[config.mk]
export PLATFORM = sky130hd
export DESIGN_NAME = dram_refresh_seq
export DESIGN_NICKNAME = d
export VERILOG_FILES = /design/src/rtl/dref_pkg.sv /design/src/rtl/dref_phase_seq.sv /design/src/rtl/dref_row_ctr.sv /design/src/rtl/dref_pin_drv.sv /design/src/rtl/dram_refresh_seq.sv
export SDC_FILE = /design/constraint.sdc
export NUM_CORES = 1
export LEC_CHECK = 0
export ABC_AREA = 1
export BUFFER_PORTS_ARGS = -buffer_cell sky130_fd_sc_hd__clkbuf_2
export CORE_MARGIN = 5
export CORE_UTILIZATION = 45
export DETAILED_ROUTE_END_ITERATION = 12
export HOLD_SLACK_MARGIN = 0.1
export MAX_ROUTING_LAYER = met4
export PLACE_DENSITY = 0.66
export SLEW_MARGIN = 20
export SYNTH_ARGS = -nofsm -noshare
export SYNTH_HDL_FRONTEND = slang
export SYNTH_SLANG_ARGS = --single-unit
[constraint.sdc]
create_clock -name clk -period 4.05 [get_ports clk]
set_input_delay 0.2025 -clock clk [delete_from_list [all_inputs] [get_ports clk]]
set_output_delay 0.2025 -clock clk [all_outputs]
set_load 0.02 [all_outputs]
[src/rtl/dref_pkg.sv]
// Package dref_pkg
// Shared types and elaboration-time helpers for the refresh sequencer.
// Assumes all timing inputs are integral nanoseconds and the clock
// period is a positive integral number of nanoseconds.
package dref_pkg;

    typedef enum logic [1:0] {
        PH_IDLE   = 2'd0,
        PH_SETUP  = 2'd1,
        PH_ACTIVE = 2'd2,
        PH_PRECH  = 2'd3
    } phase_t;

    typedef enum logic {
        STYLE_ADDR = 1'b0,
        STYLE_CBR  = 1'b1
    } rstyle_t;

    // Grade-independent minimums in nanoseconds
    localparam int T_ASR_NS = 0;
    localparam int T_RAH_NS = 10;
    localparam int T_CSR_NS = 10;
    localparam int T_CHR_NS = 15;
    localparam int T_CP_NS  = 10;
    localparam int T_RPC_NS = 5;
    localparam int T_CRP_NS = 5;
    localparam int T_WRP_NS = 10;
    localparam int T_WRH_NS = 10;

    // Round a nanosecond figure up to whole clock cycles
    function automatic int ns_to_cyc(input int ns, input int clk_ns);
        return (ns + clk_ns - 1) / clk_ns;
    endfunction

    function automatic int imax(input int a, input int b);
        return (a > b) ? a : b;
    endfunction

    // Minimum row-strobe low width per speed grade (0 fastest)
    function automatic int ras_low_ns(input int grade);
        case (grade)
            0:       return 60;
            1:       return 70;
            default: return 80;
        endcase
    endfunction

    // Minimum row-strobe precharge per speed grade
    function automatic int ras_prech_ns(input int grade);
        case (grade)
            0:       return 40;
            1:       return 50;
            default: return 60;
        endcase
    endfunction

    // Minimum full cycle time per speed grade
    function automatic int cycle_ns(input int grade);
        case (grade)
            0:       return 110;
            1:       return 130;
            default: return 150;
        endcase
    endfunction

endpackage

[src/rtl/dref_phase_seq.sv]
// Module dref_phase_seq
// Phase controller: idle -> setup -> strobe-low -> precharge -> idle.
// A single down-counter times every phase; its reload value is picked
// on each phase entry. Requests are taken only in idle, and the style
// is captured at that moment. Next-phase and next-style values are
// exported so the pin stage can register its outputs in step.
// Assumes every length parameter is at least 1.
module dref_phase_seq
    import dref_pkg::*;
#(
    parameter int SETUP_ADDR = 1,
    parameter int SETUP_CBR  = 1,
    parameter int ACT_LEN    = 6,
    parameter int PRE_LEN    = 4,
    parameter int CW         = 4
) (
    input  logic    clk,
    input  logic    rst_n,
    input  logic    req,
    input  logic    style_in,
    output phase_t  phase_nx,
    output rstyle_t style_nx,
    output logic    row_step,
    output logic    done_q
);

    phase_t        phase_q;
    rstyle_t       style_q;
    logic [CW-1:0] cnt_q;
    logic [CW-1:0] cnt_nx;
    logic          last;

    assign last = (cnt_q == '0);

    // Next-state decode for phase, counter and captured style
    always_comb begin
        phase_nx = phase_q;
        style_nx = style_q;
        cnt_nx   = (cnt_q == '0) ? '0 : cnt_q - 1'b1;
        case (phase_q)
            PH_IDLE: begin
                if (req) begin
                    phase_nx = PH_SETUP;
                    style_nx = rstyle_t'(style_in);
                    cnt_nx   = style_in ? CW'(SETUP_CBR - 1) : CW'(SETUP_ADDR - 1);
                end
            end
            PH_SETUP: begin
                if (last) begin
                    phase_nx = PH_ACTIVE;
                    cnt_nx   = CW'(ACT_LEN - 1);
                end
            end
            PH_ACTIVE: begin
                if (last) begin
                    phase_nx = PH_PRECH;
                    cnt_nx   = CW'(PRE_LEN - 1);
                end
            end
            default: begin
                if (last) begin
                    phase_nx = PH_IDLE;
                end
            end
        endcase
    end

    // Phase, counter and style registers
    always_ff @(posedge clk) begin
        if (!rst_n) begin
            phase_q <= PH_IDLE;
            style_q <= STYLE_ADDR;
            cnt_q   <= '0;
        end else begin
            phase_q <= phase_nx;
            style_q <= style_nx;
            cnt_q   <= cnt_nx;
        end
    end

    // Completion pulse in the first idle cycle
    always_ff @(posedge clk) begin
        if (!rst_n) begin
            done_q <= 1'b0;
        end else begin
            done_q <= (phase_q == PH_PRECH) && last;
        end
    end

    // Row advance at the end of an address-driven strobe-low phase
    assign row_step = (phase_q == PH_ACTIVE) && last && (style_q == STYLE_ADDR);

endmodule

[src/rtl/dref_row_ctr.sv]
// Module dref_row_ctr
// Wrapping row pointer for address-driven refresh. It advances by one
// on each step pulse and returns to zero after ROWS-1.
// Assumes ROWS fits in ROW_W bits.
module dref_row_ctr #(
    parameter int ROWS  = 4096,
    parameter int ROW_W = 12
) (
    input  logic             clk,
    input  logic             rst_n,
    input  logic             step,
    output logic [ROW_W-1:0] row
);

    localparam logic [ROW_W-1:0] ROW_LAST = ROW_W'(ROWS - 1);

    // Advance or wrap the row pointer
    always_ff @(posedge clk) begin
        if (!rst_n) begin
            row <= '0;
        end else if (step) begin
            row <= (row == ROW_LAST) ? '0 : row + 1'b1;
        end
    end

endmodule

[src/rtl/dref_pin_drv.sv]
// Module dref_pin_drv
// Registers the DRAM strobes, the address bus and busy from the
// next-phase decode, so all pins change on the same edge as the phase.
// Assumes the row input is stable from acceptance to the strobe rise.
module dref_pin_drv
    import dref_pkg::*;
#(
    parameter int ROW_W = 12
) (
    input  logic             clk,
    input  logic             rst_n,
    input  phase_t           phase_nx,
    input  rstyle_t          style_nx,
    input  logic [ROW_W-1:0] row,
    output logic             ras_n,
    output logic             cas_n,
    output logic [ROW_W-1:0] addr,
    output logic             busy
);

    logic strobe_window;

    assign strobe_window = (phase_nx == PH_SETUP) || (phase_nx == PH_ACTIVE);

    // Registered strobe, address and busy outputs
    always_ff @(posedge clk) begin
        if (!rst_n) begin
            ras_n <= 1'b1;
            cas_n <= 1'b1;
            addr  <= '0;
            busy  <= 1'b0;
        end else begin
            ras_n <= (phase_nx != PH_ACTIVE);
            cas_n <= !(strobe_window && (style_nx == STYLE_CBR));
            addr  <= (strobe_window && (style_nx == STYLE_ADDR)) ? row : '0;
            busy  <= (phase_nx != PH_IDLE);
        end
    end

endmodule

[src/rtl/dram_refresh_seq.sv]
// Module dram_refresh_seq
// Top of the refresh sequencer. It converts the nanosecond minimums to
// cycle counts for the chosen clock period and grade, and joins the
// phase controller, row pointer and pin stage. Write enable and output
// enable are tied high and the data bus enable is tied low.
// Assumes CLK_NS > 0 and that ACT_CYC * CLK_NS stays under the 10 us
// maximum strobe-low width.
module dram_refresh_seq
    import dref_pkg::*;
#(
    parameter int CLK_NS      = 10,
    parameter int SPEED_GRADE = 0,
    parameter int ROWS        = 4096,
    parameter int ROW_W       = (ROWS > 1) ? $clog2(ROWS) : 1
) (
    input  logic             clk,
    input  logic             rst_n,
    input  logic             refresh_req,
    input  logic             refresh_cbr,
    output logic             ras_n,
    output logic             cas_n,
    output logic             we_n,
    output logic             oe_n,
    output logic             dq_oe,
    output logic [ROW_W-1:0] row_addr,
    output logic             busy,
    output logic             done
);

    localparam int RAS_CYC    = ns_to_cyc(ras_low_ns(SPEED_GRADE), CLK_NS);
    localparam int RP_CYC     = ns_to_cyc(ras_prech_ns(SPEED_GRADE), CLK_NS);
    localparam int RC_CYC     = ns_to_cyc(cycle_ns(SPEED_GRADE), CLK_NS);
    localparam int WRP_CYC    = ns_to_cyc(T_WRP_NS, CLK_NS);
    localparam int SETUP_ADDR = imax(1, imax(ns_to_cyc(T_ASR_NS, CLK_NS), WRP_CYC));
    localparam int SETUP_CBR  = imax(1, imax(ns_to_cyc(T_CSR_NS, CLK_NS), WRP_CYC));
    localparam int SETUP_MAX  = imax(SETUP_ADDR, SETUP_CBR);
    localparam int ACT_CYC    = imax(imax(RAS_CYC, ns_to_cyc(T_RAH_NS, CLK_NS)),
                                     imax(ns_to_cyc(T_CHR_NS, CLK_NS),
                                          ns_to_cyc(T_WRH_NS, CLK_NS)));
    localparam int PRE_EDGE   = imax(ns_to_cyc(T_CP_NS, CLK_NS),
                                     imax(ns_to_cyc(T_RPC_NS, CLK_NS),
                                          ns_to_cyc(T_CRP_NS, CLK_NS)));
    localparam int PRE_CYC    = imax(imax(RP_CYC, RC_CYC - SETUP_MAX - ACT_CYC),
                                     imax(PRE_EDGE, 1));
    localparam int LEN_MAX    = imax(imax(SETUP_MAX, ACT_CYC), PRE_CYC);
    localparam int CW         = $clog2(LEN_MAX + 1);

    phase_t           phase_nx;
    rstyle_t          style_nx;
    logic             row_step;
    logic [ROW_W-1:0] row;

    dref_phase_seq #(
        .SETUP_ADDR (SETUP_ADDR),
        .SETUP_CBR  (SETUP_CBR),
        .ACT_LEN    (ACT_CYC),
        .PRE_LEN    (PRE_CYC),
        .CW         (CW)
    ) u_seq (
        .clk      (clk),
        .rst_n    (rst_n),
        .req      (refresh_req),
        .style_in (refresh_cbr),
        .phase_nx (phase_nx),
        .style_nx (style_nx),
        .row_step (row_step),
        .done_q   (done)
    );

    dref_row_ctr #(
        .ROWS  (ROWS),
        .ROW_W (ROW_W)
    ) u_row (
        .clk   (clk),
        .rst_n (rst_n),
        .step  (row_step),
        .row   (row)
    );

    dref_pin_drv #(
        .ROW_W (ROW_W)
    ) u_pins (
        .clk      (clk),
        .rst_n    (rst_n),
        .phase_nx (phase_nx),
        .style_nx (style_nx),
        .row      (row),
        .ras_n    (ras_n),
        .cas_n    (cas_n),
        .addr     (row_addr),
        .busy     (busy)
    );

    // Strobes the refresh never uses, parked inactive
    assign we_n  = 1'b1;
    assign oe_n  = 1'b1;
    assign dq_oe = 1'b0;

endmodule

==> flow_summary.yaml, run 1 <==
finish:
  mostFrequentLayoutCells: "nand2_1 (36), dfxtp_1 (34), nor2_1 (30), inv_1 (22), clkbuf_2 (19)"
  nets: 217
  instances_no_fill: 252
  area_growth_pct: 14.3
  drive_above_1_share: 0.231
  final_common_cell: "nand2_1"
  antenna-diode-count: 0
  final_util: 0.539
setup_path:
  arrival_ps: 2520
  crit_fanout: 12
  critPathKind: "reg -> reg"
  startpoint_type: "register"
  worst_ep_required_time_ps: 4320
  endpoint_kind: "register"
global_route:
  grtUsageTotal: 0.147
  antenna_found_initial: 0
  grt-ovfl-total: 0
  grt_pass1_vias: 1106
  grt_max_degree: 13
  grt_pass1_wl_mm: 4.77
timing:
  fmax_ghz: 0.445
  hold_viol: 0
  period_minus_slack_ps: 2250
  whs_ps: 165
  finalSetupViolCount: 0
  worst_clock_skew_ps: 4.56
  grt_setup_unrepaired: "no"
  fin_tns_setup_ps: 0
  finalCritPeriodShare: 0.555
  drv_slew: 0
floorplan:
  die_y_um: 66.8
  dieArea_um2: 4460
  rows: 20
  initial_core_util: 0.471
  core_um2: 3080
  die_x_um: 66.8
  io_pins: 23
yosys:
  ys_ff_latch: 34
  synthTopCellsByArea: "dfxtp_1 (47%), nand2_1 (9.3%), nor2_1 (7.8%), inv_1 (5.7%), ha_1 (4.3%)"
  syn_area_per_cell_um2: 7.84
  async_flop_share: 0
  synth_cell_types: 27
  yosysSeqAreaShare: 0.469
  syn_area_um2: 1450
  synth_top_cell_area_share: 0.469
  yosys_warnings: 0
  yosysTopAreaCell: "dfxtp_1"
  synth-edff-count: 0
  syn_inst: 185
  ys.flop_type: "dfxtp_1"
cts:
  clk_latency_ps: 340
  cts_tree: "yes"
  clkSinkCount: 34
  cts_inserted_buffers: 5
  clkTransAtPathRegs_ps: 100
  clock-root-buffer: "clkbuf_4"
  htree_levels: 2
  clock_path_buffers: 2
  cts_resized: 0
run:
  cap_viol_max_count: 0
drt:
  drc: 0
  drt_pass1_iterations: 4
  routedWlPerCell_um: 11.1
  drt_iter0_markers: 59
  routed_via_density: 4.61
  wl_mm: 2.80
  via_count: 1162
  ant_nets: 0
power:
  p_leak_nw: 0.696
  power.density_nw_per_um2: 582
  irDropWorstVdd_mv: 0.454
placement:
  dp_hpwl_mm: 2.03
  gp_congestion: 0.879
  portBuffers: 19
  dp_cells: 244
status:
  outcome: "completed"
worst_hold_path:
  hp-class: "in -> reg"
final cells by class:
cell class	count	area (um^2)
clock buffers	6	51.3
well taps	44	55.1
multi-input cells	123	646
inverters	24	90.1
flip-flops and latches	34	681
fillers	293	1420
clock inverters	1	30.0
repair buffers	20	105
registers in the layout, summed over array words and instances, names as in the netlist:
register	cells
u_pins.addr	12
u_pins.busy	1
u_seq.cnt_q	3
u_seq.style_q	1
u_seq.done_q	1
u_pins.ras_n	1
u_seq.phase_q	2
u_pins.cas_n	1
u_row.row	12
critical path, stage by stage (launching register included):
cell     delay (ps)
dfxtp_1         320
or2_2           320
inv_1            70
ha_1            270
nand3_2         140
o21ai_0         130
nor2_1          100
ha_1            320
nand3_2         310
nor2_1          200
where the power goes:
group / total, mW / internal (mW) / switching [mW]
clock: 0.254 / 0.144 / 0.111
sequential: 0.405 / 0.376 / 0.0287
combinational: 0.306 / 0.0947 / 0.212
path summary, 6_finish.rpt:
path	slack [ps]	from	to	cells past startpoint
worst max-delay path	1800	u_seq.cnt_q[1]	u_pins.addr[11]	9
worst min-delay path	170	refresh_cbr	u_seq.style_q	3
worst max register to register	1800	u_seq.cnt_q[1]	u_pins.addr[11]	9
worst min register to register	490	u_seq.cnt_q[0]	u_seq.cnt_q[0]	1
metal layers:
layer  wire length (um)  vias to the layer above  GRT usage  part of all wire
met5                  0                        -          -                 0
met4                 37                        0     0.0457             0.013
met3                148                        4     0.0556             0.053
met2               1330                       26      0.240              0.47
met1               1290                      527      0.168              0.46
li1                   -                      605          -                 -
kinds of logic after synthesis:
group	Yosys count	share of synthesized area
simple gates	99	0.327
flops	34	0.469
buf+inv	29	0.0880
compound gates	13	0.0492
fa+ha+maj	5	0.0431
xor+xnor	3	0.0181
other cells	2	0.00518
stage by stage:
| stage | setup slack, ps | cell area [um^2] | total power, mW |
|---|---|---|---|
| global placement | 1920 | 1570 | 0.704 |
| detailed placement | 1850 | 1570 | 0.714 |
| floorplan | 2130 | 1450 | 0.659 |
| finish | 1800 | 1660 | 0.965 |
| CTS | 1790 | 1660 | 0.976 |
| global route | 1640 | 1660 | 1.03 |
cells in the mapped netlist, types with 3 or more instances:
cell type   n
a21oi_1     5
buf_4       3
dfxtp_1    34
ha_1        5
inv_1      22
nand2_1    36
nand3_1     9
nor2_1     30
nor2_2      9
nor2_4      3
nor3_1      3
o21ai_0     5
xor2_1      3
repair_timing:
item,4_1_cts,5_1_grt
hold buffers,1,0
hold endpoints to repair,1,0
buffers inserted,0,0
endpoints found under the setup margin,0,0
Note: power is estimated with default switching activity, not from simulation.
==> inputs of run 2 (changes only) <==
==> constraint.sdc (replaced) <==
create_clock -name clk -period 2.2 [get_ports clk]
set_input_delay 0.11 -clock clk [delete_from_list [all_inputs] [get_ports clk]]
set_output_delay 0.11 -clock clk [all_outputs]
set_load 0.02 [all_outputs]
==> run 2 against run 1 <==
Compared with the run above:
- utilization grew 1.3 points
- combinational power rose by 120%
- fmax grew 7.9%
- total power increased by 86%
- via count up 3.1%
- worst hold slack improved by 310 ps
- register-to-register slack worse by 1700 ps
- clock skew rose by 2.7 ps
- largest power group unchanged
- highest routed layer unchanged
==> flow_summary.yaml, run 2 (synthesized netlist as in run 1, its figures left out) <==
status:
  outcome: "completed"
floorplan:
  rows: 20
  io_pins: 23
  dieArea_um2: 4460
  core_um2: 3080
  die_y_um: 66.8
  die_x_um: 66.8
  initial_core_util: 0.471
timing:
  drv_slew: 0
  fmax_ghz: 0.480
  fin_tns_setup_ps: 0
  whs_ps: 478
  period_minus_slack_ps: 2080
  worst_clock_skew_ps: 7.29
  finalWorstSetupSlack_ps: 116
  grt_setup_unrepaired: "no"
  finalSetupViolCount: 0
  hold_viol: 0
  finalCritPeriodShare: 0.947
drt:
  drc: 0
  via_count: 1198
  routed_via_density: 4.68
  drt_pass1_iterations: 4
  routedWlPerCell_um: 10.8
  drt_iter0_markers: 60
  wl_mm: 2.77
  ant_nets: 0
setup_path:
  crit_slowest_cell: "ha_1"
  endpoint: "u_pins.addr[3]"
  r2r_slack_ps: 120
  r2r_start: "u_seq.cnt_q[1]"
  critPathMaxStageDelay_ps: 360
  crit_fanout: 11
  path_cells: "or2_2 > inv_1 > ha_4 > nand3_2 > o21ai_0 > nor2_1 > ha_1 > nand3_4 > buf_12 > nor2_2"
  cp-startpoint: "u_seq.cnt_q[1]"
  worst_r2r_endpoint: "u_pins.addr[3]"
  cpLargestDelayFamily: "simple AND/OR/NAND/NOR gates"
  critPathKind: "reg -> reg"
  worst_ep_required_time_ps: 2480
  worst-path-buf-inv: 2
  r2r_cells: 10
  startpoint_type: "register"
  cp.depth: 10
  arrival_ps: 2360
  endpoint_kind: "register"
global_route:
  grt_max_degree: 12
  grt-ovfl-total: 0
  grt_pass1_wl_mm: 4.76
  grt_pass1_vias: 1155
  antenna_found_initial: 0
  grtUsageTotal: 0.147
placement:
  portBuffers: 19
  dp_hpwl_mm: 2.00
  place_ws_ps: -118
  gp_congestion: 0.860
worst_hold_path:
  hp-class: "reg -> reg"
  min_delay_path_depth: 1
  holdCritStartpoint: "u_seq.cnt_q[0]"
cts:
  clkSinkCount: 34
  cts_inserted_buffers: 5
  clk_latency_ps: 340
  htree_levels: 2
  clkTransAtPathRegs_ps: 100
  clock_path_buffers: 2
  cts_tree: "yes"
  clock-root-buffer: "clkbuf_4"
finish:
  final_common_cell: "nand2_1"
  drive_above_1_share: 0.236
  area_growth_pct: 17.0
  mostFrequentLayoutCells: "nand2_1 (36), dfxtp_1 (34), nor2_1 (30), inv_1 (22), clkbuf_2 (19)"
  nets: 220
  antenna-diode-count: 0
  reg_top3: "u_pins.addr: 12 flops, u_row.row: 12 flops, u_seq.cnt_q: 3 flops"
power:
  p_leak_nw: 0.707
  irDropWorstVdd_mv: 0.831
  power.density_nw_per_um2: 1060
run:
  cap_viol_max_count: 0
[run 2: how the worst min path moves through the flow]
stage | slack [ps] | end
finish | 480 | u_seq.cnt_q[0]
global route | 500 | u_seq.cnt_q[0]
CTS | 470 | u_seq.cnt_q[0]
detailed placement | 370 | u_pins.ras_n
global placement | 370 | u_pins.ras_n
floorplan | 180 | u_pins.ras_n
[run 2: timing repair]
| item | CTS | global route |
|---|---|---|
| endpoints found under the setup margin | 12 | 11 |
| endpoints found under the hold margin | 6 | 0 |
| pin swaps | 0 | 1 |
| buffers inserted | 1 | 0 |
| resized for setup | 1 | 2 |
| hold buffers | 3 | 0 |
[run 2: routing by layer]
metal | global-route usage | vias up | share of wire
li1 | - | 617 | -
met4 | 0.0838 | 0 | 0.029
met3 | 0.0405 | 10 | 0.041
met5 | - | - | 0
met1 | 0.165 | 545 | 0.47
met2 | 0.235 | 26 | 0.46
[run 2: power by group]
part / internal [mW] / switching, mW / total, mW
registers: 0.692 / 0.0526 / 0.745
logic: 0.247 / 0.440 / 0.686
clock network: 0.155 / 0.206 / 0.361
[run 2: area by class of cell]
class | instances | area, um^2
fillers | 301 | 1380
flip-flops and latches | 34 | 681
multi-input cells | 123 | 666
repair buffers | 23 | 145
inverters | 24 | 90.1
clock buffers | 7 | 55.1
well taps | 44 | 55.1
clock inverters | 1 | 5.00
[run 2: per-stage QoR]
step                      power [mW]  cell area, um^2  utilization  std cells
after detailed placement        1.33             1570        0.509        244
after floorplan                 1.21             1450            -        186
final                           1.79             1700        0.551        256
after global routing            1.91             1700        0.551        256
after global placement          1.30             1570        0.509        244
after CTS                       1.78             1680        0.547        256
==> inputs of run 3 (changes only) <==
==> constraint.sdc (replaced) <==
create_clock -name clk -period 2.2 [get_ports clk]
set_input_delay 0.22 -clock clk [delete_from_list [all_inputs] [get_ports clk]]
set_output_delay 0.22 -clock clk [all_outputs]
set_load 0.02 [all_outputs]
==> run 3 against run 2 <==
Compared with the run above:
- clock-buffer cell count unchanged
- first-iteration DRC count increased by 1.7%
- global-route usage is 0.14 points lower
- total power down 0.30%
- clock power about the same
- sequential share of layout area up 0.72 points
==> flow_summary.yaml, run 3 (synthesized netlist as in run 1, its figures left out) <==
status:
  outcome: "completed"
setup_path:
  crit_fanout: 11
  startpoint_type: "register"
  path_cells: "or2_2 > inv_1 > ha_4 > nand3_2 > o21ai_0 > nor2_1 > ha_1 > nand3_4 > buf_12 > nor2_2"
  worst_r2r_endpoint: "u_pins.addr[3]"
  worst_ep_required_time_ps: 2480
  r2r_slack_ps: 110
  arrival_ps: 2370
  critPathKind: "reg -> reg"
  r2r_start: "u_seq.cnt_q[1]"
  crit_slowest_cell: "ha_1"
  r2r_cells: 10
  critPathMaxStageDelay_ps: 360
  endpoint_kind: "register"
placement:
  place_ws_ps: -118
  dp_hpwl_mm: 2.00
  dpl_cell_area_um2: 1570
  portBuffers: 19
  gp_congestion: 0.860
finish:
  finalInstanceArea_um2: 1670
  multi_input_area_um2: 666
  mostFrequentLayoutCells: "nand2_1 (36), dfxtp_1 (34), nor2_1 (30), inv_1 (22), clkbuf_2 (19)"
  reg_top3: "u_pins.addr: 12 flops, u_row.row: 12 flops, u_seq.cnt_q: 3 flops"
  drive_above_1_share: 0.239
  final_common_cell: "nand2_1"
  final_util: 0.541
  nets: 217
  antenna-diode-count: 0
  regArea_um2: 681
  final.fill_count: 302
  area_growth_pct: 14.9
worst_hold_path:
  hp-class: "in -> reg"
  holdCritStartpoint: "rst_n"
  holdPathEnd: "u_pins.ras_n"
  min_delay_path_depth: 2
floorplan:
  initial_core_util: 0.471
  rows: 20
  dieArea_um2: 4460
  io_pins: 23
  die_y_um: 66.8
  core_um2: 3080
  die_x_um: 66.8
timing:
  period_minus_slack_ps: 2090
  whs_ps: 141
  finalCritPeriodShare: 0.950
  drv_slew: 0
  grt_setup_unrepaired: "no"
  worst_clock_skew_ps: 8.94
  fin_tns_setup_ps: 0
  fmax_ghz: 0.478
  finalWorstSetupSlack_ps: 110
  finalSetupViolCount: 0
  hold_viol: 0
global_route:
  antenna_found_initial: 0
  grt_pass1_vias: 1141
  grt_pass1_wl_mm: 4.71
  grt_max_degree: 12
  grtUsageTotal: 0.146
  grt-ovfl-total: 0
cts:
  cts_tree: "yes"
  clk_latency_ps: 340
  clock-root-buffer: "clkbuf_4"
  clock_path_buffers: 2
  cts_inserted_buffers: 5
  htree_levels: 2
  clkTransAtPathRegs_ps: 100
  clkSinkCount: 34
drt:
  routedWlPerCell_um: 10.8
  ant_nets: 0
  routed_via_density: 4.69
  wl_mm: 2.73
  drt_iter0_markers: 61
  drt_pass1_iterations: 4
  via_count: 1187
  drc: 0
power:
  power.density_nw_per_um2: 1070
  p_leak_nw: 0.695
  irDropWorstVdd_mv: 0.830
run:
  cap_viol_max_count: 0
run 3: cell count changes in the layout (fill, tap and decap cells not counted), sizes merged:
cell,previous run,this run
dlygate4sd3,3,0
run 3: metrics by stage:
stage	instances	power, mW
final	253	1.79
after global routing	253	1.91
after CTS	253	1.77
after detailed placement	244	1.33
after global placement	244	1.30
after floorplan	186	1.21
run 3: cell type report:
cell class,instances,area share
sequential,34,0.408
multi-input combinational,123,0.399
timing repair buffer,20,0.0691
inverter,24,0.0541
clock buffer,7,0.0330
tap,44,0.0330
clock inverter,1,0.00300
run 3: how the worst max path moves through the flow:
stage                     endpoint  cells after the start            from
floorplan           u_pins.addr[9]                     10  u_seq.cnt_q[1]
global placement    u_pins.addr[0]                      9  u_seq.cnt_q[1]
detailed placement  u_pins.addr[0]                      9  u_seq.cnt_q[1]
CTS                 u_pins.addr[3]                     10  u_seq.cnt_q[1]
global route        u_pins.addr[6]                     10  u_seq.cnt_q[1]
finish              u_pins.addr[3]                     10  u_seq.cnt_q[1]
run 3: critical path, delay by kind of cell (launching register included):
kind | cells | cell delay (ps)
adder cells (fa/ha/maj) | 2 | 540
flip-flops | 1 | 330
buffers and inverters | 2 | 300
AND/OR/NAND/NOR | 5 | 730
AO/OA/AOI/OAI | 1 | 130
run 3: repair_timing:
item,4_1_cts,5_1_grt
buffers inserted,1,0
endpoints found under the setup margin,12,11
pin swaps,0,1
gates resized for setup,1,2
hold buffers,0,0
run 3: routing by layer:
metal | part of all wire | vias to the layer above | track usage | wire length (um)
met3 | 0.040 | 10 | 0.0405 | 108
met1 | 0.47 | 540 | 0.165 | 1290
met4 | 0.029 | 0 | 0.0838 | 80
li1 | - | 611 | - | -
met2 | 0.46 | 26 | 0.230 | 1250
met5 | 0 | - | - | 0
run 3: where the power goes:
| part | internal [mW] | switching, mW | total [mW] |
|---|---|---|---|
| logic | 0.243 | 0.437 | 0.681 |
| clock network | 0.155 | 0.207 | 0.362 |
| registers | 0.692 | 0.0518 | 0.744 |
| total | 1.09 | 0.697 | 1.79 |
